## config.mk

```make
export PLATFORM = sky130hd
export DESIGN_NAME = bnacc_cmd_regs
export DESIGN_NICKNAME = d
export VERILOG_FILES = /design/src/rtl/bnacc_pkg.sv /design/src/rtl/bnacc_dbuf_reg.sv /design/src/rtl/bnacc_ctrl.sv /design/src/rtl/bnacc_cmd_regs.sv
export SDC_FILE = /design/constraint.sdc
export NUM_CORES = 1
export LEC_CHECK = 0
export BUFFER_PORTS_ARGS = -buffer_cell sky130_fd_sc_hd__buf_2
export CORE_MARGIN = 2
export CORE_UTILIZATION = 54
export DETAILED_ROUTE_END_ITERATION = 16
export GPL_ROUTABILITY_DRIVEN = 0
export PLACE_DENSITY = 0.78
export SLEW_MARGIN = 20
export SYNTH_ARGS = -nofsm -noshare
export SYNTH_HDL_FRONTEND = slang
export SYNTH_SLANG_ARGS = --single-unit
```

## constraint.sdc

```tcl
create_clock -name clk -period 6.3 [get_ports clk]
set_clock_uncertainty 0.15 [all_clocks]
set_input_delay 0.945 -clock clk [delete_from_list [all_inputs] [get_ports clk]]
set_output_delay 0.945 -clock clk [all_outputs]
set_load 0.02 [all_outputs]
```

## src/rtl/bnacc_pkg.sv

```systemverilog
package bnacc_pkg;
    localparam int DATA_W  = 32;
    localparam int ADDR_W  = 4;
    localparam int PTR_W   = 11;
    localparam int LEN_W   = 9;
    localparam int SHIFT_W = 5;
    localparam int OP_W    = 15;
    localparam int CMP_W   = 3;
    localparam int MSW_W   = 16;
    localparam int N_VEC   = 4;
    localparam int N_LEN   = 2;

    localparam int RUN_BIT   = 15;
    localparam int STALL_BIT = 24;

    localparam int OFS_FUNC  = 0;
    localparam int OFS_SHIFT = 1;
    localparam int OFS_VEC0  = 2;
    localparam int OFS_LEN0  = OFS_VEC0 + N_VEC;
    localparam int OFS_CMP   = OFS_LEN0 + N_LEN;
    localparam int OFS_MSW   = OFS_CMP + 1;
    localparam int OFS_REM   = OFS_MSW + 1;

    localparam logic [MSW_W-1:0] MSW_KEEP = 16'h87FF;

    typedef struct packed {
        logic [CMP_W-1:0] cmp;
        logic [MSW_W-1:0] msw;
        logic [MSW_W-1:0] rem;
    } bn_status_t;

    function automatic bn_status_t keep_status(bn_status_t s);
        bn_status_t o;
        o.cmp = s.cmp;
        o.msw = s.msw & MSW_KEEP;
        o.rem = s.rem & MSW_KEEP;
        return o;
    endfunction
endpackage

```

## src/rtl/bnacc_dbuf_reg.sv

```systemverilog
module bnacc_dbuf_reg #(
    parameter int W = 11
) (
    input  logic         clk,
    input  logic         rst,
    input  logic         wr,
    input  logic [W-1:0] wdata,
    input  logic         busy,
    input  logic         load,
    output logic [W-1:0] active
);
    logic [W-1:0] act_q, shd_q;
    logic         pend_q;

    always_ff @(posedge clk) begin
        if (rst) begin
            act_q  <= '0;
            shd_q  <= '0;
            pend_q <= 1'b0;
        end else if (wr && !busy) begin
            act_q  <= wdata;
            pend_q <= 1'b0;
        end else if (wr) begin
            shd_q  <= wdata;
            pend_q <= 1'b1;
        end else if (load && pend_q) begin
            act_q  <= shd_q;
            pend_q <= 1'b0;
        end
    end

    assign active = act_q;


    busy_stable_chk: assert property (@(posedge clk) disable iff (rst)
        busy |=> $stable(act_q));
endmodule

```

## src/rtl/bnacc_ctrl.sv

```systemverilog
module bnacc_ctrl
    import bnacc_pkg::*;
(
    input  logic               clk,
    input  logic               rst,
    input  logic               func_wr,
    input  logic [OP_W-1:0]    wr_op,
    input  logic               wr_run,
    input  logic               wr_stall,
    input  logic               shift_wr,
    input  logic [SHIFT_W-1:0] wr_shift,
    input  logic               dp_done,
    input  bn_status_t         dp_stat,
    output logic               run,
    output logic               stall,
    output logic               accept,
    output logic               start,
    output logic [OP_W-1:0]    op,
    output logic [SHIFT_W-1:0] shift,
    output bn_status_t         stat
);
    logic               run_q, stall_q, start_q, pend_q;
    logic [OP_W-1:0]    op_q;
    logic [SHIFT_W-1:0] shift_q;
    bn_status_t         stat_q, park_q;
    logic               stall_nxt, direct, park, release_c;

    assign accept    = func_wr && !run_q && wr_run;
    assign stall_nxt = (func_wr && !(run_q && wr_run)) ? wr_stall : stall_q;
    assign direct    = run_q && dp_done && !stall_nxt;
    assign park      = run_q && dp_done && stall_nxt;
    assign release_c = run_q && pend_q && !dp_done && !stall_nxt;

    always_ff @(posedge clk) begin
        if (rst) begin
            run_q   <= 1'b0;
            stall_q <= 1'b0;
            start_q <= 1'b0;
            pend_q  <= 1'b0;
            op_q    <= '0;
            shift_q <= '0;
            stat_q  <= '0;
            park_q  <= '0;
        end else begin
            stall_q <= stall_nxt;
            start_q <= accept;
            if (func_wr && !run_q) op_q <= wr_op;
            if (shift_wr && !run_q) shift_q <= wr_shift;
            if (accept) run_q <= 1'b1;
            else if (direct || release_c) run_q <= 1'b0;
            if (direct) stat_q <= keep_status(dp_stat);
            else if (release_c) stat_q <= park_q;
            if (park) begin
                park_q <= keep_status(dp_stat);
                pend_q <= 1'b1;
            end else if (direct || release_c) begin
                pend_q <= 1'b0;
            end
        end
    end

    assign run   = run_q;
    assign stall = stall_q;
    assign start = start_q;
    assign op    = op_q;
    assign shift = shift_q;
    assign stat  = stat_q;


    shift_lock_chk: assert property (@(posedge clk) disable iff (rst)
        run_q |=> $stable(shift_q));

    run_hold_chk: assert property (@(posedge clk) disable iff (rst)
        run_q && !dp_done && !pend_q |=> run_q);

    idle_done_chk: assert property (@(posedge clk) disable iff (rst)
        !run_q |=> $stable(stat_q));

    park_hold_chk: assert property (@(posedge clk) disable iff (rst)
        run_q && stall_nxt |=> run_q && $stable(stat_q));

    park_run_chk: assert property (@(posedge clk) disable iff (rst)
        pend_q |-> run_q);

    start_pulse_chk: assert property (@(posedge clk) disable iff (rst)
        start_q |-> $rose(run_q));
endmodule

```

## src/rtl/bnacc_cmd_regs.sv

```systemverilog
module bnacc_cmd_regs
    import bnacc_pkg::*;
(
    input  logic               clk,
    input  logic               rst,
    input  logic               bus_we,
    input  logic [ADDR_W-1:0]  bus_addr,
    input  logic [DATA_W-1:0]  bus_wdata,
    output logic [DATA_W-1:0]  bus_rdata,
    output logic               dp_start,
    output logic [OP_W-1:0]    dp_func,
    output logic [PTR_W-1:0]   dp_ptr_a,
    output logic [PTR_W-1:0]   dp_ptr_b,
    output logic [PTR_W-1:0]   dp_ptr_c,
    output logic [PTR_W-1:0]   dp_ptr_d,
    output logic [LEN_W-1:0]   dp_len_a,
    output logic [LEN_W-1:0]   dp_len_b,
    output logic [SHIFT_W-1:0] dp_shift,
    input  logic               dp_done,
    input  logic [CMP_W-1:0]   dp_cmp,
    input  logic [MSW_W-1:0]   dp_msw,
    input  logic [MSW_W-1:0]   dp_rem,
    output logic               irq
);
    logic               run, stall, accept;
    logic [OP_W-1:0]    op;
    logic [SHIFT_W-1:0] shift;
    bn_status_t         stat, dp_stat;
    logic [PTR_W-1:0]   vec_act [N_VEC];
    logic [LEN_W-1:0]   len_act [N_LEN];
    logic               func_wr, shift_wr;
    logic               wdata_unused;

    assign func_wr      = bus_we && (bus_addr == ADDR_W'(OFS_FUNC));
    assign shift_wr     = bus_we && (bus_addr == ADDR_W'(OFS_SHIFT));
    assign wdata_unused = ^{bus_wdata[31:25], bus_wdata[23:16]};
    assign dp_stat      = '{cmp: dp_cmp, msw: dp_msw, rem: dp_rem};

    for (genvar i = 0; i < N_VEC; i++) begin : g_vec
        bnacc_dbuf_reg #(.W(PTR_W)) u_vec (
            .clk(clk), .rst(rst),
            .wr(bus_we && (bus_addr == ADDR_W'(OFS_VEC0 + i))),
            .wdata(bus_wdata[PTR_W-1:0]),
            .busy(run), .load(accept),
            .active(vec_act[i])
        );
    end

    for (genvar i = 0; i < N_LEN; i++) begin : g_len
        bnacc_dbuf_reg #(.W(LEN_W)) u_len (
            .clk(clk), .rst(rst),
            .wr(bus_we && (bus_addr == ADDR_W'(OFS_LEN0 + i))),
            .wdata(bus_wdata[LEN_W-1:0]),
            .busy(run), .load(accept),
            .active(len_act[i])
        );
    end

    bnacc_ctrl u_ctrl (
        .clk(clk), .rst(rst),
        .func_wr(func_wr),
        .wr_op(bus_wdata[OP_W-1:0]),
        .wr_run(bus_wdata[RUN_BIT]),
        .wr_stall(bus_wdata[STALL_BIT]),
        .shift_wr(shift_wr),
        .wr_shift(bus_wdata[SHIFT_W-1:0]),
        .dp_done(dp_done),
        .dp_stat(dp_stat),
        .run(run), .stall(stall), .accept(accept), .start(dp_start),
        .op(op), .shift(shift), .stat(stat)
    );

    always_comb begin
        bus_rdata = '0;
        if (bus_addr == ADDR_W'(OFS_FUNC))
            bus_rdata = {7'b0, stall, 8'b0, run, op};
        if (bus_addr == ADDR_W'(OFS_SHIFT)) bus_rdata = DATA_W'(shift);
        if (bus_addr == ADDR_W'(OFS_CMP))   bus_rdata = DATA_W'(stat.cmp);
        if (bus_addr == ADDR_W'(OFS_MSW))   bus_rdata = DATA_W'(stat.msw);
        if (bus_addr == ADDR_W'(OFS_REM))   bus_rdata = DATA_W'(stat.rem);
        for (int i = 0; i < N_VEC; i++)
            if (bus_addr == ADDR_W'(OFS_VEC0 + i)) bus_rdata = DATA_W'(vec_act[i]);
        for (int i = 0; i < N_LEN; i++)
            if (bus_addr == ADDR_W'(OFS_LEN0 + i)) bus_rdata = DATA_W'(len_act[i]);
    end

    assign dp_func  = op;
    assign dp_ptr_a = vec_act[0];
    assign dp_ptr_b = vec_act[1];
    assign dp_ptr_c = vec_act[2];
    assign dp_ptr_d = vec_act[3];
    assign dp_len_a = len_act[0];
    assign dp_len_b = len_act[1];
    assign dp_shift = shift;
    assign irq      = !run;
endmodule

```

## Word level (Yosys, flattened, before mapping)

Cells that the tools add are included.

| storage, ports and cells | value |
|---|---|
| bits in registers | 208 |
| input bits | 75 |
| word-level logic and storage cells | 169 |

| cells by class | value |
|---|---|
| equality and inequality tests | 16 |
| mux-type cells | 47 |
| bitwise logic cells | 6 |
| reductions and logical operators | 70 |

Operator list:

| cell | number |
|---|---|
| $mux 32 | 10 |
| $mux 11 | 12 |
| $mux 35 | 2 |
| $mux 9 | 6 |
| $logic_and 1x1->1 | 31 |
| $reduce_bool 2->1 | 15 |
| $mux 25 | 1 |
| $reduce_and 2->1 | 12 |
| $eq 4x3->1 const B | 4 |
| $mux 1 | 16 |
| $eq 4x4->1 const B | 3 |
| $ne 2x2->1 const B | 6 |
| $reduce_or 2->1 | 6 |
| $eq 4x2->1 const B | 2 |
| $not 1->1 | 6 |
| $eq 4x1->1 const B | 1 |
| $logic_not 1->1 | 4 |
| $logic_not 4->1 | 1 |
| $logic_or 1x1->1 | 1 |

## Depth between registers and ports, before layout

Gate-level depths: netlist (run 1).

| depth | value |
|---|---|
| depth after elaboration | 12 |
| depth in mapped cells | 9 |
| depth with buffers taken out | 5 |

## Cells and area by module

From an unflattened synthesis (run 1), not the netlist that was laid out.

| second synthesis, totals | value |
|---|---|
| cell total of the unflattened synthesis | 1,276 |
| area, all modules | 10,204.8 um^2 |

By module, submodules not included:

| module | instances | cells each | area each (um^2) | sequential area each (um^2) |
|---|---|---|---|---|
| bnacc_dbuf_reg at g_vec[0].u_vec ... | 4 | 115 | 912.1 | 460.4 |
| bnacc_ctrl | 1 | 391 | 3,503.4 | 1,561.5 |
| bnacc_cmd_regs | 1 | 235 | 1,534.0 | 0.0 |
| bnacc_dbuf_reg at g_len[0].u_len ... | 2 | 95 | 759.5 | 380.4 |

## Least setup slack after synthesis (run 1)

No wires, ideal clock.

| timing | value |
|---|---|
| path kind | input -> output |
| start | input port bus_addr[0] |
| end | output port bus_rdata[7] |
| data arrival time | 2.485 ns |
| data required time | 5.205 ns |
| setup slack | 2.720 ns |
| stages on the path | 6 |
| path through | buf_2 > buf_1 > buf_2 > buf_1 > a22oi_1 > o21ai_0 |

| between the ends | value |
|---|---|
| word-level cells in the longest chain between the ends | 12 |
| elaborated cells on any way between the ends | 22 |

Ends and longest elaborated chain:

| what | line | RTL |
|---|---|---|
| start, declared | bnacc_cmd_regs.sv:7 | `input logic [ADDR_W-1:0] bus_addr,` |
| $logic_not 4->1 | bnacc_cmd_regs.sv:75 | `if (bus_addr == ADDR_W'(OFS_FUNC))` |
| $mux 25 | bnacc_cmd_regs.sv:75 |  |
| $mux 32 | bnacc_cmd_regs.sv:77 | `if (bus_addr == ADDR_W'(OFS_SHIFT)) bus_rdata = DATA_W'(shift);` |
| $mux 32 | bnacc_cmd_regs.sv:78 | `if (bus_addr == ADDR_W'(OFS_CMP)) bus_rdata = DATA_W'(stat.cmp);` |
| $mux 32 | bnacc_cmd_regs.sv:79 | `if (bus_addr == ADDR_W'(OFS_MSW)) bus_rdata = DATA_W'(stat.msw);` |
| $mux 32 | bnacc_cmd_regs.sv:80 | `if (bus_addr == ADDR_W'(OFS_REM)) bus_rdata = DATA_W'(stat.rem);` |
| $mux 32 (4 in a row) | bnacc_cmd_regs.sv:82 | `if (bus_addr == ADDR_W'(OFS_VEC0 + i)) bus_rdata = DATA_W'(vec_act[i]);` |
| $mux 32 | bnacc_cmd_regs.sv:84 | `if (bus_addr == ADDR_W'(OFS_LEN0 + i)) bus_rdata = DATA_W'(len_act[i]);` |
| $mux 32 (*) | bnacc_cmd_regs.sv:84 |  |
| end, declared | bnacc_cmd_regs.sv:9 | `output logic [DATA_W-1:0] bus_rdata,` |

Mark *: on every way between the ends. The rest lies on a longest branch, timed or not.

## Worst setup path in the final report (run 1)

| timing | value |
|---|---|
| start | input port bus_addr[0] |
| end | output port bus_rdata[2] |

Same word-level chain as after synthesis.

==> impl_metrics.ini, run 1 <==
[sta]
timing.fmax_ghz = 0.225
period_share_pct = 70.5
finalSetupViolCount = 0
hold_viol = 0
layout_min_cycle_time_ns = 4.44
fin_tns_setup_ns = 0
worstMarginPinSlew_ns = 1.05
drv_slew = 0
rsz0062_at_grt = no
setup_ws_ns = 1.86
maxSlewHeadroom_pct = 29.7

[synthesis]
async_flop_share_pct = 0
syn_avg_cell_area_um2 = 8.36
syn_inst = 1162
ys_seq_area_share_pct = 42.8
syn_area_um2 = 9720
ys_ff_latch = 208
synth_top_flop_cell = dfxtp_1
ys_warn_count = 0
synth_cell_types = 62
synth_edf_count = 0

[worst_setup_path]
start_kind = input pin
critPathKind = in -> out
critPathRequiredTime_ns = 5.20
cp.arrival_ns = 3.35
crit_fanout = 34
reg2reg_slack_ns = 3.34
critPathCaptureType = output pin

[floorplan]
rows = 49
start_util_pct = 54.7
die_h_um = 138
core_area_um2 = 17800
die_w_um = 138
io_pins = 191
die-area_um2 = 19100

[clocking]
clockRootBuffer = clkbuf_16
cts_hold_buf = 0
clock_latency_ns = 0.51
clock-sinks = 208
cts_tree = built
cts_buffers = 22
post-cts-setup-buffers = 0
cts-htree-levels = 1
cts_buffer_depth = 3
clk_pin_slew_worst_paths_ns = 0.06
cts_resized = 0

[global_routing]
grt_antenna_before_repair = 0
grt_pass1_vias = 8268
grt_max_degree = 114
track_usage_pct = 30.0
grt_pass1_wl_um = 46400
grt.overflow.total = 0

[finish]
stdcell_count = 1484
fin_nets = 1316
num-fill-cells = 1539
antennaDiodeCount = 0
drive_above_1_share_pct = 17.8
final_util_pct = 61.9
area_growth_pct = 13.3

[detailed_routing]
antenna_left = 0
drt_iter0_drc = 1005
wirelength_um = 30000
via_per_inst = 6.13
routedWlPerCell_um = 20.2
first_pass_iters = 5
num_vias = 9096
drc = 0

[pwr]
max-vdd-ir-drop_mv = 0.198
p_leak_nw = 4.24
pwr-share-comb_pct = 7.5
swShare_pct = 24.7
power.density_nw_per_um2 = 253
p_int_w = 0.00209
switching_power_w = 0.000686
power_frac_clock_pct = 44.4
pwr-share-seq_pct = 48.1

[place]
io_buffers = 152
dp_slack_ns = 1.99
placedCellCount = 1445
dp_hpwl_um = 19800

[job]
max-cap-violations = 0

[run_status]
status = completed

[hold_path]
hold_path.class = reg -> reg
==> area by class of cell <==
type / instances / area (um2) / share of cell area, %
repair buffers: 165 / 885 / 8.04
flip-flops and latches: 208 / 4170 / 37.8
inverters: 7 / 26.3 / 0.239
clock inverters: 4 / 22.5 / 0.205
well taps: 229 / 287 / 2.60
clock buffers: 34 / 657 / 5.97
multi-input cells: 837 / 4970 / 45.1
==> power groups by stage <==
stage | logic, W | clock network (W) | registers [W]
2_1_floorplan | 0.000129 | 0 | 0.00137
3_3_place_gp | 0.000198 | 0 | 0.00137
3_5_place_dp | 0.000202 | 0 | 0.00137
4_1_cts | 0.000203 | 0.00124 | 0.00134
5_1_grt | 0.000221 | 0.00130 | 0.00134
6_report | 0.000208 | 0.00124 | 0.00134
==> cells in the mapped netlist, drive strengths merged, types with 19 or more instances <==
| cell | number | area [um2] |
|---|---|---|
| dfxtp | 208 | 4160 |
| nand2 | 184 | 696 |
| nor2 | 121 | 459 |
| a21oi | 119 | 599 |
| mux2i | 93 | 931 |
| nand3 | 70 | 350 |
| clkbuf | 65 | 245 |
| buf | 59 | 389 |
| a211oi | 38 | 290 |
| a22o | 31 | 272 |
| a22oi | 25 | 188 |
| o21ai | 19 | 95.1 |
==> worst max-delay path, cell delays in order <==
cell,delay (ns)
buf_2,0.44
buf_4,0.45
nand2_1,0.23
nor3_1,0.38
o2bb2ai_1,0.20
o21ai_0,0.13
a2bb2oi_1,0.33
buf_2,0.23
==> placed cells by master (no fill, tap or decap), types with 2 or more instances in the layout <==
| cell | netlist | final |
|---|---|---|
| a211o_1 | 2 | 2 |
| a211oi_1 | 37 | 37 |
| a21oi_1 | 118 | 118 |
| a221o_1 | 2 | 2 |
| a221oi_1 | 2 | 2 |
| a22o_1 | 31 | 31 |
| a22oi_1 | 25 | 25 |
| a311oi_1 | 17 | 17 |
| and2_1 | 11 | 11 |
| and3_1 | 4 | 4 |
| and4b_1 | 2 | 2 |
| buf_2 | 24 | 151 |
| buf_4 | 19 | 12 |
| clkbuf_1 | 64 | 7 |
| clkbuf_16 | 0 | 23 |
| clkbuf_8 | 0 | 4 |
| clkinv_2 | 0 | 3 |
| conb_1 | 1 | 15 |
| dfxtp_1 | 208 | 207 |
| inv_1 | 6 | 6 |
| mux2_2 | 11 | 11 |
| mux2i_1 | 93 | 93 |
| nand2_1 | 182 | 182 |
| nand2_2 | 2 | 2 |
| nand2b_1 | 4 | 4 |
| nand3_1 | 70 | 70 |
| nand3b_1 | 2 | 2 |
| nand4_4 | 2 | 2 |
| nand4b_1 | 2 | 2 |
| nor2_1 | 119 | 118 |
| nor2_2 | 2 | 2 |
| nor2b_1 | 14 | 14 |
| nor3_1 | 8 | 8 |
| o211ai_1 | 2 | 2 |
| o21ai_0 | 19 | 19 |
| o221ai_1 | 2 | 2 |
| o22ai_1 | 12 | 12 |
| o32a_1 | 3 | 3 |
| o32ai_1 | 2 | 2 |
==> final timing paths <==
check,start,to,cells past startpoint
worst max-delay path,bus_addr[0],bus_rdata[2],8
worst min-delay path,g_len[0].u_len.shd_q[3],g_len[0].u_len.shd_q[3],2
worst max register to register,u_ctrl.run,g_len[0].u_len.shd_q[5],5
worst min register to register,g_len[0].u_len.shd_q[3],g_len[0].u_len.shd_q[3],2
==> kinds of logic after synthesis <==
family          Yosys count  synth area share, %
other cells               1               0.0386
buf+inv                 131                 6.80
compound gates          284                 19.2
simple gates            434                 20.2
flops                   208                 42.8
mux                     104                 10.9
==> state kept, by name (all words and copies together), names as in the netlist <==
register            count
u_ctrl.pend_q           1
u_ctrl.op              15
u_ctrl.stat            27
g_len.u_len.pend_q      2
u_ctrl.run              1
g_vec.u_vec.active     44
g_len.u_len.active     18
g_vec.u_vec.pend_q      4
u_ctrl.start            1
u_ctrl.shift            5
u_ctrl.stall            1
g_len.u_len.shd_q      18
u_ctrl.park_q          27
g_vec.u_vec.shd_q      44
==> per-layer routing <==
| metal | wire length (um) | up-vias | share of wire, % | track usage [%] |
|---|---|---|---|---|
| met5 | 0 | - | 0 | 0 |
| met4 | 815 | 0 | 2.7 | 8.92 |
| met3 | 3350 | 52 | 11 | 4.78 |
| met2 | 13600 | 542 | 45 | 48.1 |
| met1 | 12300 | 4267 | 41 | 42.1 |
| li1 | - | 4235 | - | - |
==> metrics by stage <==
stage	power, W	hold slack [ns]	area [um2]
finish	0.00278	0.299	11000
global route	0.00286	0.318	11000
CTS	0.00278	0.302	11000
detailed placement	0.00157	0.293	10300
global placement	0.00156	0.288	10300
floorplan	0.00150	0.282	9770
No activity file was read; power rests on OpenSTA's default activity.
==> run 2: changes to the inputs <==
--- a/config.mk
+++ b/config.mk
@@ -7,10 +7,10 @@
 export LEC_CHECK = 0
 export BUFFER_PORTS_ARGS = -buffer_cell sky130_fd_sc_hd__buf_2
 export CORE_MARGIN = 2
-export CORE_UTILIZATION = 54
+export CORE_UTILIZATION = 50
 export DETAILED_ROUTE_END_ITERATION = 16
 export GPL_ROUTABILITY_DRIVEN = 0
-export PLACE_DENSITY = 0.78
+export PLACE_DENSITY = 0.76
 export SLEW_MARGIN = 20
 export SYNTH_ARGS = -nofsm -noshare
 export SYNTH_HDL_FRONTEND = slang
==> constraint.sdc (replaced) <==
create_clock -name clk -period 3.9 [get_ports clk]
set_clock_uncertainty 0.15 [all_clocks]
set_input_delay 0.585 -clock clk [delete_from_list [all_inputs] [get_ports clk]]
set_output_delay 0.585 -clock clk [all_outputs]
set_load 0.02 [all_outputs]
==> impl_metrics.ini, run 2 (synthesis results as in run 1) <==
[worst_setup_path]
path_cells = buf_2, nand2_1, nor3_1, o2bb2ai_1, o21ai_0, a2bb2oi_1, buf_2
critPathRequiredTime_ns = 3.16
crit_fanout = 33
critPathKind = in -> out
slowest_stage = buf_2
reg2reg_slack_ns = 1.12
critPathCaptureType = output pin
cp.arrival_ns = 2.57
cpMostUsedCell = buf_2
start_kind = input pin
cp_slowest_stage_delay_ns = 0.47

[finish]
final_cell_mix = 207 x dfxtp_1, 182 x nand2_1, 151 x buf_2
final_common_cell = dfxtp_1
antennaDiodeCount = 0
area_growth_pct = 14.9
fin_nets = 1327
stdcell_count = 1526
drive_above_1_share_pct = 18.6

[clocking]
clock_latency_ns = 0.50
cts_resized = 0
cts_tree = built
clk_pin_slew_worst_paths_ns = 0.06
cts-htree-levels = 1
cts_hold_buf = 0
post-cts-setup-buffers = 0
clock-sinks = 208
clockRootBuffer = clkbuf_16
cts_buffers = 21
cts_buffer_depth = 3

[floorplan]
die_w_um = 143
start_util_pct = 51.4
die-area_um2 = 20600
core_area_um2 = 18900
rows = 50
die_h_um = 143
io_pins = 191

[pwr]
power.density_nw_per_um2 = 414
p_leak_nw = 4.31
max-vdd-ir-drop_mv = 0.271
total_power_w = 0.00462

[detailed_routing]
drt_iter0_drc = 971
antenna_left = 0
dr_wl_met2_um = 13300
route.met3.wl_um = 2360
via_per_inst = 5.88
num_vias = 8972
routedWlPerCell_um = 19.2
first_pass_iters = 5
wl_met1_um = 12500
top_layer = met4
drc = 0
wirelength_um = 29300

[place]
placedCellCount = 1489
dp_hpwl_um = 20100
io_buffers = 152

[global_routing]
grt_antenna_before_repair = 0
track_usage_pct = 27.5
grt_pass1_vias = 8143
grt_max_degree = 96
grt_pass1_wl_um = 44600
grt.overflow.total = 0

[job]
max-cap-violations = 0

[sta]
finalSetupViolCount = 0
whs_ns = 0.193
rsz0062_at_grt = no
hold_viol = 0
period_share_pct = 84.8
maxSlewHeadroom_pct = 28.1
drv_slew = 0
layout_min_cycle_time_ns = 3.31
worstMarginPinSlew_ns = 1.08
timing.fmax_ghz = 0.302
fin_tns_setup_ns = 0

[run_status]
status = completed

[hold_path]
hold_path.class = in -> reg
==> run 2: changes by cell type in the layout (fill, tap and decap cells not counted), sizes merged <==
cell      delta
clkinvlp     +1
buf         +12
bufinv       +3
clkinv       -1
clkbuf       -4
==> run 2: worst paths after layout <==
check,endpoint,depth (start not counted),startpoint
min reg2reg,g_len[0].u_len.shd_q[5],2,g_len[0].u_len.shd_q[5]
max reg2reg,u_ctrl.op[7],4,u_ctrl.run
min,u_ctrl.op[11],3,bus_wdata[11]
max,bus_rdata[2],7,bus_addr[1]
==> run 2: area by class of cell <==
type / instances / area (um2)
multi-input combinational: 837 / 4960
sequential: 208 / 4170
fill: 1707 / 7730
tap: 260 / 325
clock inverter: 7 / 119
clock buffer: 30 / 599
inverter: 7 / 26.3
timing repair buffer: 177 / 967
==> run 2: report_power, final <==
group | switching (W) | total [W] | internal, W
sequential | 0.0000189 | 0.00216 | 0.00214
combinational | 0.000245 | 0.000337 | 0.0000923
clock | 0.000849 | 0.00212 | 0.00127
==> run 2: worst max-delay path: cells and delay by family <==
| family | cells | cell delay [ns] |
|---|---|---|
| compound gates | 3 | 0.64 |
| buf+inv | 2 | 0.69 |
| simple gates | 2 | 0.63 |
==> run 2: per-layer routing <==
metal  GRT usage [%]  up-vias
met5               0        -
met4            11.2        0
met3            4.10       71
met2            43.7      437
met1            37.6     4201
li1                -     4263
==> run 2: per-stage QoR <==
| step | worst slack, ns | util, % | area (um2) |
|---|---|---|---|
| 2_1_floorplan | 1.04 | - | 9770 |
| 3_3_place_gp | 0.677 | 55.3 | 10400 |
| 3_5_place_dp | 0.644 | 55.3 | 10400 |
| 4_1_cts | 0.666 | 59.1 | 11200 |
| 5_1_grt | 0.483 | 59.1 | 11200 |
| 6_report | 0.593 | 59.1 | 11200 |
